### src/rtl/mlag_pkg.sv
// Package mlag_pkg
// Shared types for the multi-link alignment gate.
// Assumes: mode input is one bit, 0 selects merged gating.
package mlag_pkg;
    typedef enum logic {
        MODE_MERGED = 1'b0,
        MODE_PERLINK = 1'b1
    } gate_mode_e;

    localparam int unsigned SYSREF_STAGES = 2;
endpackage

### src/rtl/mlag_sysref_pipe.sv
// Module mlag_sysref_pipe
// Two-stage retiming of the external SYSREF pulse. The first stage is a single
// boundary register. The second stage is one register per core, so each copy
// can be placed near its consumer.
// Assumes: sysref_in is already in the clk domain. Reset is synchronous, active low.
module mlag_sysref_pipe #(
    parameter int unsigned NUM_LINKS = 2
) (
    input  logic                 clk,
    input  logic                 rst_n,
    input  logic                 sysref_in,
    output logic [NUM_LINKS-1:0] sysref_out
);
    logic edge_stage;
    logic [1:0] warm_cnt;

    // Boundary capture register
    always_ff @(posedge clk) begin
        if (!rst_n) edge_stage <= 1'b0;
        else        edge_stage <= sysref_in;
    end

    // Replicated fabric stage, one per core
    for (genvar g = 0; g < NUM_LINKS; g++) begin : g_fan
        always_ff @(posedge clk) begin
            if (!rst_n) sysref_out[g] <= 1'b0;
            else        sysref_out[g] <= edge_stage;
        end
    end

    // Counts edges since reset so the delay check looks back only over post-reset history
    always_ff @(posedge clk) begin
        if (!rst_n)                               warm_cnt <= 2'd0;
        else if (warm_cnt != mlag_pkg::SYSREF_STAGES) warm_cnt <= warm_cnt + 2'd1;
    end

    // output is the input delayed by exactly two edges
    a_r2_sysref_delay: assert property (@(posedge clk) disable iff (!rst_n)
        (warm_cnt == 2'd2) |-> (sysref_out == {NUM_LINKS{$past(sysref_in, 2)}}));

    // all copies agree
    a_r2_copies_agree: assert property (@(posedge clk) disable iff (!rst_n)
        (sysref_out == '0) || (sysref_out == '1));
endmodule

### src/rtl/mlag_tx_gate.sv
// Module mlag_tx_gate
// Transmit qualification. In merged mode a user word is offered to the cores only
// when all of them are ready. In per-link mode each core is gated by its own ready.
// Assumes: purely combinational. Slice i of the data belongs to link i.
module mlag_tx_gate #(
    parameter int unsigned NUM_LINKS = 2,
    parameter int unsigned SLICE_W   = 32
) (
    input  logic                           clk,
    input  logic                           rst_n,
    input  mlag_pkg::gate_mode_e           mode,
    input  logic [NUM_LINKS*SLICE_W-1:0]   usr_data,
    input  logic                           usr_valid,
    output logic                           usr_ready,
    output logic [NUM_LINKS*SLICE_W-1:0]   core_data,
    output logic [NUM_LINKS-1:0]           core_valid,
    input  logic [NUM_LINKS-1:0]           core_ready
);
    logic all_ready;
    logic merged;

    // Merge per-core ready and select the user-facing ready
    always_comb begin
        all_ready = &core_ready;
        merged    = (mode == mlag_pkg::MODE_MERGED);
        usr_ready = merged ? all_ready : core_ready[0];
    end

    // Per-link offer and data qualification
    for (genvar g = 0; g < NUM_LINKS; g++) begin : g_lane
        always_comb begin
            core_valid[g] = usr_valid & (merged ? all_ready : core_ready[g]);
            core_data[g*SLICE_W +: SLICE_W] =
                core_valid[g] ? usr_data[g*SLICE_W +: SLICE_W] : '0;
        end
    end

    // no core is offered a word it cannot take
    a_r4_no_orphan_offer: assert property (@(posedge clk) disable iff (!rst_n)
        (core_valid & ~core_ready) == '0);

    // merged mode offers to all cores or none
    a_r4_lockstep_offer: assert property (@(posedge clk) disable iff (!rst_n)
        (mode == mlag_pkg::MODE_MERGED) |-> ((core_valid == '0) || (core_valid == '1)));

    // a merged ready implies every core is ready
    a_r3_ready_all: assert property (@(posedge clk) disable iff (!rst_n)
        ((mode == mlag_pkg::MODE_MERGED) && usr_ready) |-> (core_ready == '1));
endmodule

### src/rtl/mlag_rx_gate.sv
// Module mlag_rx_gate
// Receive qualification. In merged mode received words reach the user only when
// all cores report valid, and partial words are zeroed. In per-link mode each
// slice is gated by its own valid.
// Assumes: purely combinational. Slice i of the data belongs to link i.
module mlag_rx_gate #(
    parameter int unsigned NUM_LINKS = 2,
    parameter int unsigned SLICE_W   = 32
) (
    input  logic                           clk,
    input  logic                           rst_n,
    input  mlag_pkg::gate_mode_e           mode,
    input  logic [NUM_LINKS*SLICE_W-1:0]   core_data,
    input  logic [NUM_LINKS-1:0]           core_valid,
    output logic [NUM_LINKS*SLICE_W-1:0]   usr_data,
    output logic                           usr_valid
);
    logic all_valid;
    logic merged;

    // Merge per-core valid and select the user-facing valid
    always_comb begin
        all_valid = &core_valid;
        merged    = (mode == mlag_pkg::MODE_MERGED);
        usr_valid = merged ? all_valid : core_valid[0];
    end

    // Per-link slice qualification
    for (genvar g = 0; g < NUM_LINKS; g++) begin : g_lane
        always_comb begin
            usr_data[g*SLICE_W +: SLICE_W] =
                (merged ? all_valid : core_valid[g]) ? core_data[g*SLICE_W +: SLICE_W] : '0;
        end
    end

    // no partial word leaks out in merged mode
    a_r6_no_partial: assert property (@(posedge clk) disable iff (!rst_n)
        ((mode == mlag_pkg::MODE_MERGED) && !usr_valid) |-> (usr_data == '0));

    // merged valid implies every core valid
    a_r5_valid_all: assert property (@(posedge clk) disable iff (!rst_n)
        ((mode == mlag_pkg::MODE_MERGED) && usr_valid) |-> (core_valid == '1));
endmodule

### src/rtl/mlag_agree_mon.sv
// Module mlag_agree_mon
// Sticky detector for per-link handshake disagreement in per-link mode.
// Assumes: the flag is cleared only by the synchronous active-low reset.
module mlag_agree_mon #(
    parameter int unsigned NUM_LINKS = 2
) (
    input  logic                  clk,
    input  logic                  rst_n,
    input  mlag_pkg::gate_mode_e  mode,
    input  logic [NUM_LINKS-1:0]  tx_ready,
    input  logic [NUM_LINKS-1:0]  rx_valid,
    output logic                  err
);
    logic tx_split;
    logic rx_split;

    // Detect vectors that are neither all-zero nor all-one
    always_comb begin
        tx_split = (|tx_ready) & ~(&tx_ready);
        rx_split = (|rx_valid) & ~(&rx_valid);
    end

    // Latch the flag on a disagreement seen in per-link mode
    always_ff @(posedge clk) begin
        if (!rst_n)
            err <= 1'b0;
        else if ((mode == mlag_pkg::MODE_PERLINK) && (tx_split || rx_split))
            err <= 1'b1;
    end

    // once set the flag holds until reset
    a_r9_sticky: assert property (@(posedge clk) disable iff (!rst_n)
        $past(err) |-> err);

    // merged mode never raises the flag
    a_r9_quiet_merged: assert property (@(posedge clk) disable iff (!rst_n)
        ($past(mode) == mlag_pkg::MODE_MERGED && !$past(err)) |-> !err);
endmodule

### src/rtl/mlink_align_gate.sv
// Module mlink_align_gate
// Top of the multi-link alignment gate: SYSREF retiming and fan-out, transmit
// ready merging, receive valid merging, and a lockstep disagreement flag.
// Assumes: all signals are in the core clock domain. Reset is synchronous, active low.
module mlink_align_gate #(
    parameter int unsigned NUM_LINKS = 2,
    parameter int unsigned SLICE_W   = 32,
    localparam int unsigned BUS_W    = NUM_LINKS * SLICE_W
) (
    input  logic                 clk,
    input  logic                 rst_n,
    input  logic                 mode_sel,
    input  logic                 sysref_in,
    output logic [NUM_LINKS-1:0] sysref_out,
    input  logic [BUS_W-1:0]     tx_usr_data,
    input  logic                 tx_usr_valid,
    output logic                 tx_usr_ready,
    output logic [BUS_W-1:0]     tx_core_data,
    output logic [NUM_LINKS-1:0] tx_core_valid,
    input  logic [NUM_LINKS-1:0] tx_core_ready,
    input  logic [BUS_W-1:0]     rx_core_data,
    input  logic [NUM_LINKS-1:0] rx_core_valid,
    output logic [BUS_W-1:0]     rx_usr_data,
    output logic                 rx_usr_valid,
    output logic                 lockstep_err
);
    mlag_pkg::gate_mode_e mode;

    // Decode the mode pin into the shared enum
    always_comb mode = mlag_pkg::gate_mode_e'(mode_sel);

    mlag_sysref_pipe #(.NUM_LINKS(NUM_LINKS)) u_sysref (
        .clk        (clk),
        .rst_n      (rst_n),
        .sysref_in  (sysref_in),
        .sysref_out (sysref_out)
    );

    mlag_tx_gate #(.NUM_LINKS(NUM_LINKS), .SLICE_W(SLICE_W)) u_tx (
        .clk        (clk),
        .rst_n      (rst_n),
        .mode       (mode),
        .usr_data   (tx_usr_data),
        .usr_valid  (tx_usr_valid),
        .usr_ready  (tx_usr_ready),
        .core_data  (tx_core_data),
        .core_valid (tx_core_valid),
        .core_ready (tx_core_ready)
    );

    mlag_rx_gate #(.NUM_LINKS(NUM_LINKS), .SLICE_W(SLICE_W)) u_rx (
        .clk        (clk),
        .rst_n      (rst_n),
        .mode       (mode),
        .core_data  (rx_core_data),
        .core_valid (rx_core_valid),
        .usr_data   (rx_usr_data),
        .usr_valid  (rx_usr_valid)
    );

    mlag_agree_mon #(.NUM_LINKS(NUM_LINKS)) u_mon (
        .clk      (clk),
        .rst_n    (rst_n),
        .mode     (mode),
        .tx_ready (tx_core_ready),
        .rx_valid (rx_core_valid),
        .err      (lockstep_err)
    );

    // in merged mode the user ready tracks the current cores with no delay
    a_r10_same_cycle: assert property (@(posedge clk) disable iff (!rst_n)
        (!mode_sel && tx_core_ready == '1) |-> tx_usr_ready);
endmodule

### config.mk
export PLATFORM = sky130hd
export DESIGN_NAME = mlink_align_gate
export DESIGN_NICKNAME = d
export VERILOG_FILES = /design/src/rtl/mlag_pkg.sv /design/src/rtl/mlag_sysref_pipe.sv /design/src/rtl/mlag_tx_gate.sv /design/src/rtl/mlag_rx_gate.sv /design/src/rtl/mlag_agree_mon.sv /design/src/rtl/mlink_align_gate.sv
export SDC_FILE = /design/constraint.sdc
export NUM_CORES = 1
export LEC_CHECK = 0
export CAP_MARGIN = 25
export CORE_AREA = 5 5 101 103
export DETAILED_ROUTE_END_ITERATION = 10
export DIE_AREA = 0 0 106 108
export GPL_ROUTABILITY_DRIVEN = 1
export GPL_TIMING_DRIVEN = 0
export PLACE_DENSITY = 0.74
export SLEW_MARGIN = 25
export SYNTH_ARGS = -nofsm -noshare
export SYNTH_HDL_FRONTEND = slang
export SYNTH_SLANG_ARGS = --single-unit
### constraint.sdc
create_clock -name clk -period 1.3 [get_ports clk]
set_input_delay 0.26 -clock clk [delete_from_list [all_inputs] [get_ports clk]]
set_output_delay 0.26 -clock clk [all_outputs]
set_load 0.01 [all_outputs]
**Word level (Yosys, flattened, before mapping)**

Cells that the tools add are included.

- Register bits: 3
- Input port bits: 137
- Output and inout bits: 135
- Word-level logic and storage cells: 23

- Mux-type cells: 8
- Bitwise gates (word level): 6
- Reductions and logical operators: 6

Operators by type and width:

| kind | number |
|---|---|
| two-way mux 32 bit | 4 |
| AND 1 bit | 4 |
| two-way mux 1 bit | 4 |
| AND reduction 2 bit | 2 |
| OR reduction 2 bit | 2 |
| inverter 1 bit | 2 |
| logical AND 1 bit | 1 |
| logical OR 1 bit | 1 |

**Longest topological paths before layout**

- Word-level depth: 5
- Gate-level depth with buffers: 4
- Gate-level depth less buffers: 3

**Hierarchy**

Synthesis repeated with hierarchy kept, for this count alone.

- Cells, all modules: 192
- Area, all modules: 1,940.6 µm²

By module, submodules not included:

| module | times used | cells each | area an instance (µm²) | sequential area each (µm²) |
|---|---|---|---|---|
| mlag_tx_gate | 1 | 95 | 977.2 | 0.0 |
| mlag_rx_gate | 1 | 86 | 850.8 | 0.0 |
| mlag_sysref_pipe | 1 | 5 | 60.1 | 40.0 |
| mlag_agree_mon | 1 | 6 | 52.6 | 20.0 |

**Worst setup path before layout**

OpenSTA, ideal clock, no wires.

- Path kind: input port to output port
- Start: input port tx_core_ready[0]
- End: output port tx_core_data[14]
- Data arrival time: 1.100 ns
- Data required time: 1.040 ns
- Slack: -0.060 ns
- Stages on the path: 4
- Buffers on the path: 1
- Path through: ha_1 -> mux2_4 -> buf_6 -> and3_2

- Cells in the longest elaborated chain, start to end: 4

Ends and longest elaborated chain:

| element | line | text |
|---|---|---|
| start: declaration | mlink_align_gate.sv:20 | `input logic [NUM_LINKS-1:0] tx_core_ready,` |
| AND reduction 2 bit | mlag_tx_gate.sv:24 | `all_ready = &core_ready;` |
| two-way mux 1 bit (*) | mlag_tx_gate.sv:32 | `core_valid[g] = usr_valid & (merged ? all_ready : core_ready[g]);` |
| AND 1 bit (*) | mlag_tx_gate.sv:32 |  |
| two-way mux 32 bit (*) | mlag_tx_gate.sv:34 | `core_valid[g] ? usr_data[g*SLICE_W +: SLICE_W] : '0;` |
| end: declaration | mlink_align_gate.sv:18 | `output logic [BUS_W-1:0] tx_core_data,` |

Mark *: on every way between the ends. The rest lies on a longest branch, timed or not.

**Worst setup path in the final report**

- Start: input port rx_core_valid[0]
- End: output port rx_usr_data[24]

- Cells in the longest elaborated chain, start to end: 3

Ends and longest elaborated chain:

| element | line | text |
|---|---|---|
| start: declaration | mlink_align_gate.sv:22 | `input logic [NUM_LINKS-1:0] rx_core_valid,` |
| AND reduction 2 bit | mlag_rx_gate.sv:23 | `all_valid = &core_valid;` |
| two-way mux 1 bit (*) | mlag_rx_gate.sv:32 | `(merged ? all_valid : core_valid[g]) ? core_data[g*SLICE_W +: SLICE_W] : '0;` |
| two-way mux 32 bit (*) | mlag_rx_gate.sv:32 |  |
| end: declaration | mlink_align_gate.sv:23 | `output logic [BUS_W-1:0] rx_usr_data,` |

Marked as above.

==> results.txt <==
The flow ran to the end, but the final reports show violations. The final reports fail on negative setup slack. The pin count of the biggest net entering global routing came out at 11. In the synthesized netlist the dominant register cell turns out to be sky130_fd_sc_hd__dfxtp_1. The initial utilization of the core area, before any placement, comes to 12.36%.

The synthesized net count came out at 304. The endpoint required time on the critical path is 1.04 ns. Row generation in the floorplan step produced 35 rows. Hold is met by 0.3495 ns. The number of DRC violations after detailed routing came out at 0. The number of buffers added by the clock tree synthesis step is 3.

The part of the total power dissipated in combinational logic is 82.1%. The ratio of total power to cell area came out at 416.2 nW/um^2. The number of antenna repair diodes is 0.

The count of flip-flops with a built-in enable after synthesis is 0. By area the synthesized netlist is led by sky130_fd_sc_hd__nor2b_1 (36%), sky130_fd_sc_hd__and3_1 (28%), sky130_fd_sc_hd__and3_2 (8.7%). In this run the remaining antenna-violating nets after routing total 0. The count of cell types in the netlist is 16. The floorplan die area is 11450 um^2. The final worst-path cycle share is 127.3%.

Input and output buffers added on the ports amount to 270. The cell area that synthesis handed to floorplanning was 1126 um^2. The switching component of the power came out at 0.0006431 W.

The most common cell in the synthesized netlist is sky130_fd_sc_hd__nor2b_1. TritonCTS built the clock tree. The worst voltage drop across the vdd grid came out at 0.0002879 V. After detailed routing, the total wire length is 10070 um. The class of the most critical hold timing path is input pin to register.

The number of instances in the synthesized netlist came out at 165. STA classifies the critical path startpoint as an input pin. The CTS root buffer is sky130_fd_sc_hd__clkbuf_8. The sequential cell area fraction in the yosys report is 5.333%. At the worst endpoint, the arrival time is 1.40 ns.

The sequential fraction of design power came out at 4.9%. Including well taps, the total number of placed cells is 546. The standby leakage power is 2.306 nW. The minimum clock period came out at 1.655 ns.

The slew at the pin with the worst max-slew slack is 0.4072 ns. The worst slack after detailed placement came out at -1.274 ns. The cell type with the highest aggregate area in the netlist is sky130_fd_sc_hd__nor2b_1. The number of top-level pins came out at 272.

The number of H-tree levels is 1. The x dimension of the die came out at 106 um. The post-route non-filler standard cell count came out at 594. The area growth from synthesis to layout is 342.9%. The maximum fanout encountered on the critical timing path came out at 7. The clock net in this run drives a total of 3 sinks.

The switching share of power came out at 30.98%. The detailed-route via count came out at 2478. By count the netlist is led by sky130_fd_sc_hd__nor2b_1 (64), sky130_fd_sc_hd__and3_1 (51), sky130_fd_sc_hd__and3_2 (13). The number of nets in the layout came out at 623. The sum of net half-perimeters after detailed placement is 7855 um.

The relative slew slack came out at 72.85%. The post-synthesis async set-or-reset flop share is 0%. The detail-routed net length per standard cell is 16.95 um. The number of slew-limit violations in the final report is 0. The critical path is of the input pin to output pin type.

Setup repair after global routing could not meet its margin everywhere. The number of detailed-route iterations in the first pass is 3. The total setup violations reported at the end of the flow came out at 132.

The last weighted congestion value of the routability-driven placer is 0.7917. The maximum clock insertion buffer count came out at 2. The share of total power in the clock network came out at 12.9%. The via density per instance came out at 4.172. The max capacitance violation total is 0. The final hold violation count came out at 0. The global-route wire length before repair came out at 14760 um. The maximum clock frequency came out at 604.2 MHz.

The number of buffers inserted for hold repair after clock tree synthesis came out at 0. The fraction of layout cells with a size suffix above 1 came out at 60.46%. The fraction of the core area covered by cells at the end of the flow is 54.75%. From bottom edge to top edge, the die measures 108 um. The clock-pin slew reported for the worst setup and hold paths after clock tree synthesis came out at 0.03 ns. The completed layout was analyzed and its total power is 0.002076 W. The clock arrives with 0.0006034 ns of skew.

The initial antenna violation count is 0. Of the post-synthesis cell area, the dominant cell type holds 35.56%. The first routing iteration left 26 violations. The total number of yosys warnings is 0. The flip-flop and latch count after synthesis came out at 3.

STA classifies the critical path endpoint as an output pin. The via count of the first global-routing pass came out at 2731. The latest clock arrival within the worst-skew pair came out at 0.21 ns.

The global routing usage summed across all routing layers is 15.98%. The internal power of the cells totals 0.001433 W. The final critical-path setup slack came out at -0.3552 ns.

The placeable core area came out at 9109 um^2. The sum of overflow across all layers after global routing came out at 0. The post-synthesis area per instance is 6.825 um^2.
[flip-flops by register name, summed over array words and instances (netlist names)]
signal and flops:
u_sysref.sysref_out 1, u_mon.err 1, u_sysref.edge_stage 1
[cell usage in the layout, fill, tap and decap left out, types with 2 or more instances in the layout]
| cell type | Yosys | final |
|---|---|---|
| sky130_fd_sc_hd__mux2_4 | 2 | 3 |
| sky130_fd_sc_hd__dfxtp_1 | 3 | 3 |
| sky130_fd_sc_hd__clkbuf_8 | 0 | 3 |
| sky130_fd_sc_hd__nor2b_4 | 0 | 15 |
| sky130_fd_sc_hd__and3_4 | 0 | 64 |
| sky130_fd_sc_hd__dlygate4sd2_1 | 0 | 3 |
| sky130_fd_sc_hd__buf_12 | 0 | 4 |
| sky130_fd_sc_hd__buf_4 | 1 | 7 |
| sky130_fd_sc_hd__clkbuf_1 | 7 | 3 |
| sky130_fd_sc_hd__nor2b_2 | 0 | 2 |
| sky130_fd_sc_hd__clkdlybuf4s50_1 | 0 | 130 |
| sky130_fd_sc_hd__and2_1 | 4 | 2 |
| sky130_fd_sc_hd__nor2b_1 | 64 | 47 |
| sky130_fd_sc_hd__buf_6 | 6 | 122 |
| sky130_fd_sc_hd__buf_16 | 0 | 3 |
| sky130_fd_sc_hd__ha_4 | 0 | 2 |
| sky130_fd_sc_hd__mux2i_4 | 0 | 2 |
| sky130_fd_sc_hd__and2_4 | 0 | 2 |
| sky130_fd_sc_hd__buf_8 | 0 | 8 |
| sky130_fd_sc_hd__clkbuf_2 | 0 | 5 |
| sky130_fd_sc_hd__buf_2 | 6 | 49 |
[worst paths after layout]
path,from,endpoint,slack (ns),cells after the start
max,rx_core_valid[0],rx_usr_data[24],-0.36,10
min,mode_sel,u_mon.err,0.35,3
max reg2reg,u_mon.err,u_mon.err,0.61,2
min reg2reg,u_sysref.edge_stage,u_sysref.sysref_out[0],0.43,1
[per-layer routing]
| layer | global-route usage, % | vias to the layer above | wire length, um | part of all wire [%] |
|---|---|---|---|---|
| met5 | 0 | - | 0 | 0 |
| met4 | 1.665 | 0 | 119 | 1.2 |
| met3 | 4.716 | 10 | 956 | 9.5 |
| met2 | 34.15 | 165 | 5676 | 56 |
| met1 | 15.28 | 1113 | 3317 | 33 |
| li1 | - | 1190 | - | - |
[cell families (layout without fill, tap and decap cells)]
logic type               after synthesis  count (layout)  synth area share, %
flip-flops                             3               3                5.334
AO/OA/AOI/OAI                          1               1               0.4440
buffers and inverters                 21             338                12.00
multiplexers                           4               5                4.445
AND/OR/NAND/NOR                      134             134                75.55
adder cells (fa/ha/maj)                2               2                2.222
[cell type report]
type	instances	area, um^2
Fill cell	821	4121
Timing Repair Buffer	318	3188
Multi-Input combinational cell	142	1423
Tap cell	111	138.9
Buffer	15	126.4
Sequential cell	3	60.06
Clock buffer	4	45.04
Inverter	1	6.256
[worst max-delay path, cell delays in order]
cell	delay (ns)
sky130_fd_sc_hd__buf_8	0.10
sky130_fd_sc_hd__ha_4	0.16
sky130_fd_sc_hd__buf_6	0.11
sky130_fd_sc_hd__mux2i_4	0.16
sky130_fd_sc_hd__buf_12	0.15
sky130_fd_sc_hd__buf_12	0.11
sky130_fd_sc_hd__buf_16	0.11
sky130_fd_sc_hd__buf_6	0.09
sky130_fd_sc_hd__nor2b_4	0.03
sky130_fd_sc_hd__buf_6	0.11
[repair_timing]
action                     in CTS  in global routing
gates cloned                   13                  0
setup endpoints to repair     135                131
hold endpoints to repair        0                  0
pin swaps                      23                  2
gates resized for setup       718                 61
buffers inserted               35                  6
[power by group through the flow]
stage | Combinational (W) | Sequential (W) | Clock, W
2_1_floorplan | 0.000467 | 0.000104 | 0
3_3_place_gp | 0.00134 | 0.000103 | 0
3_5_place_dp | 0.00136 | 0.000103 | 0
4_1_cts | 0.00165 | 0.000102 | 0.000274
5_1_grt | 0.00181 | 0.000103 | 0.000284
6_report | 0.00171 | 0.000102 | 0.000269
[through the flow]
| stage | instance area, um^2 | TNS [ns] |
|---|---|---|
| after floorplan | 1405 | 0 |
| after global placement | 4247 | -144.56 |
| after detailed placement | 4247 | -145.13 |
| after CTS | 4820 | -33.16 |
| after global routing | 4987 | -36.76 |
| final | 4987 | -32.11 |
Power figures use the tool's default switching activity.
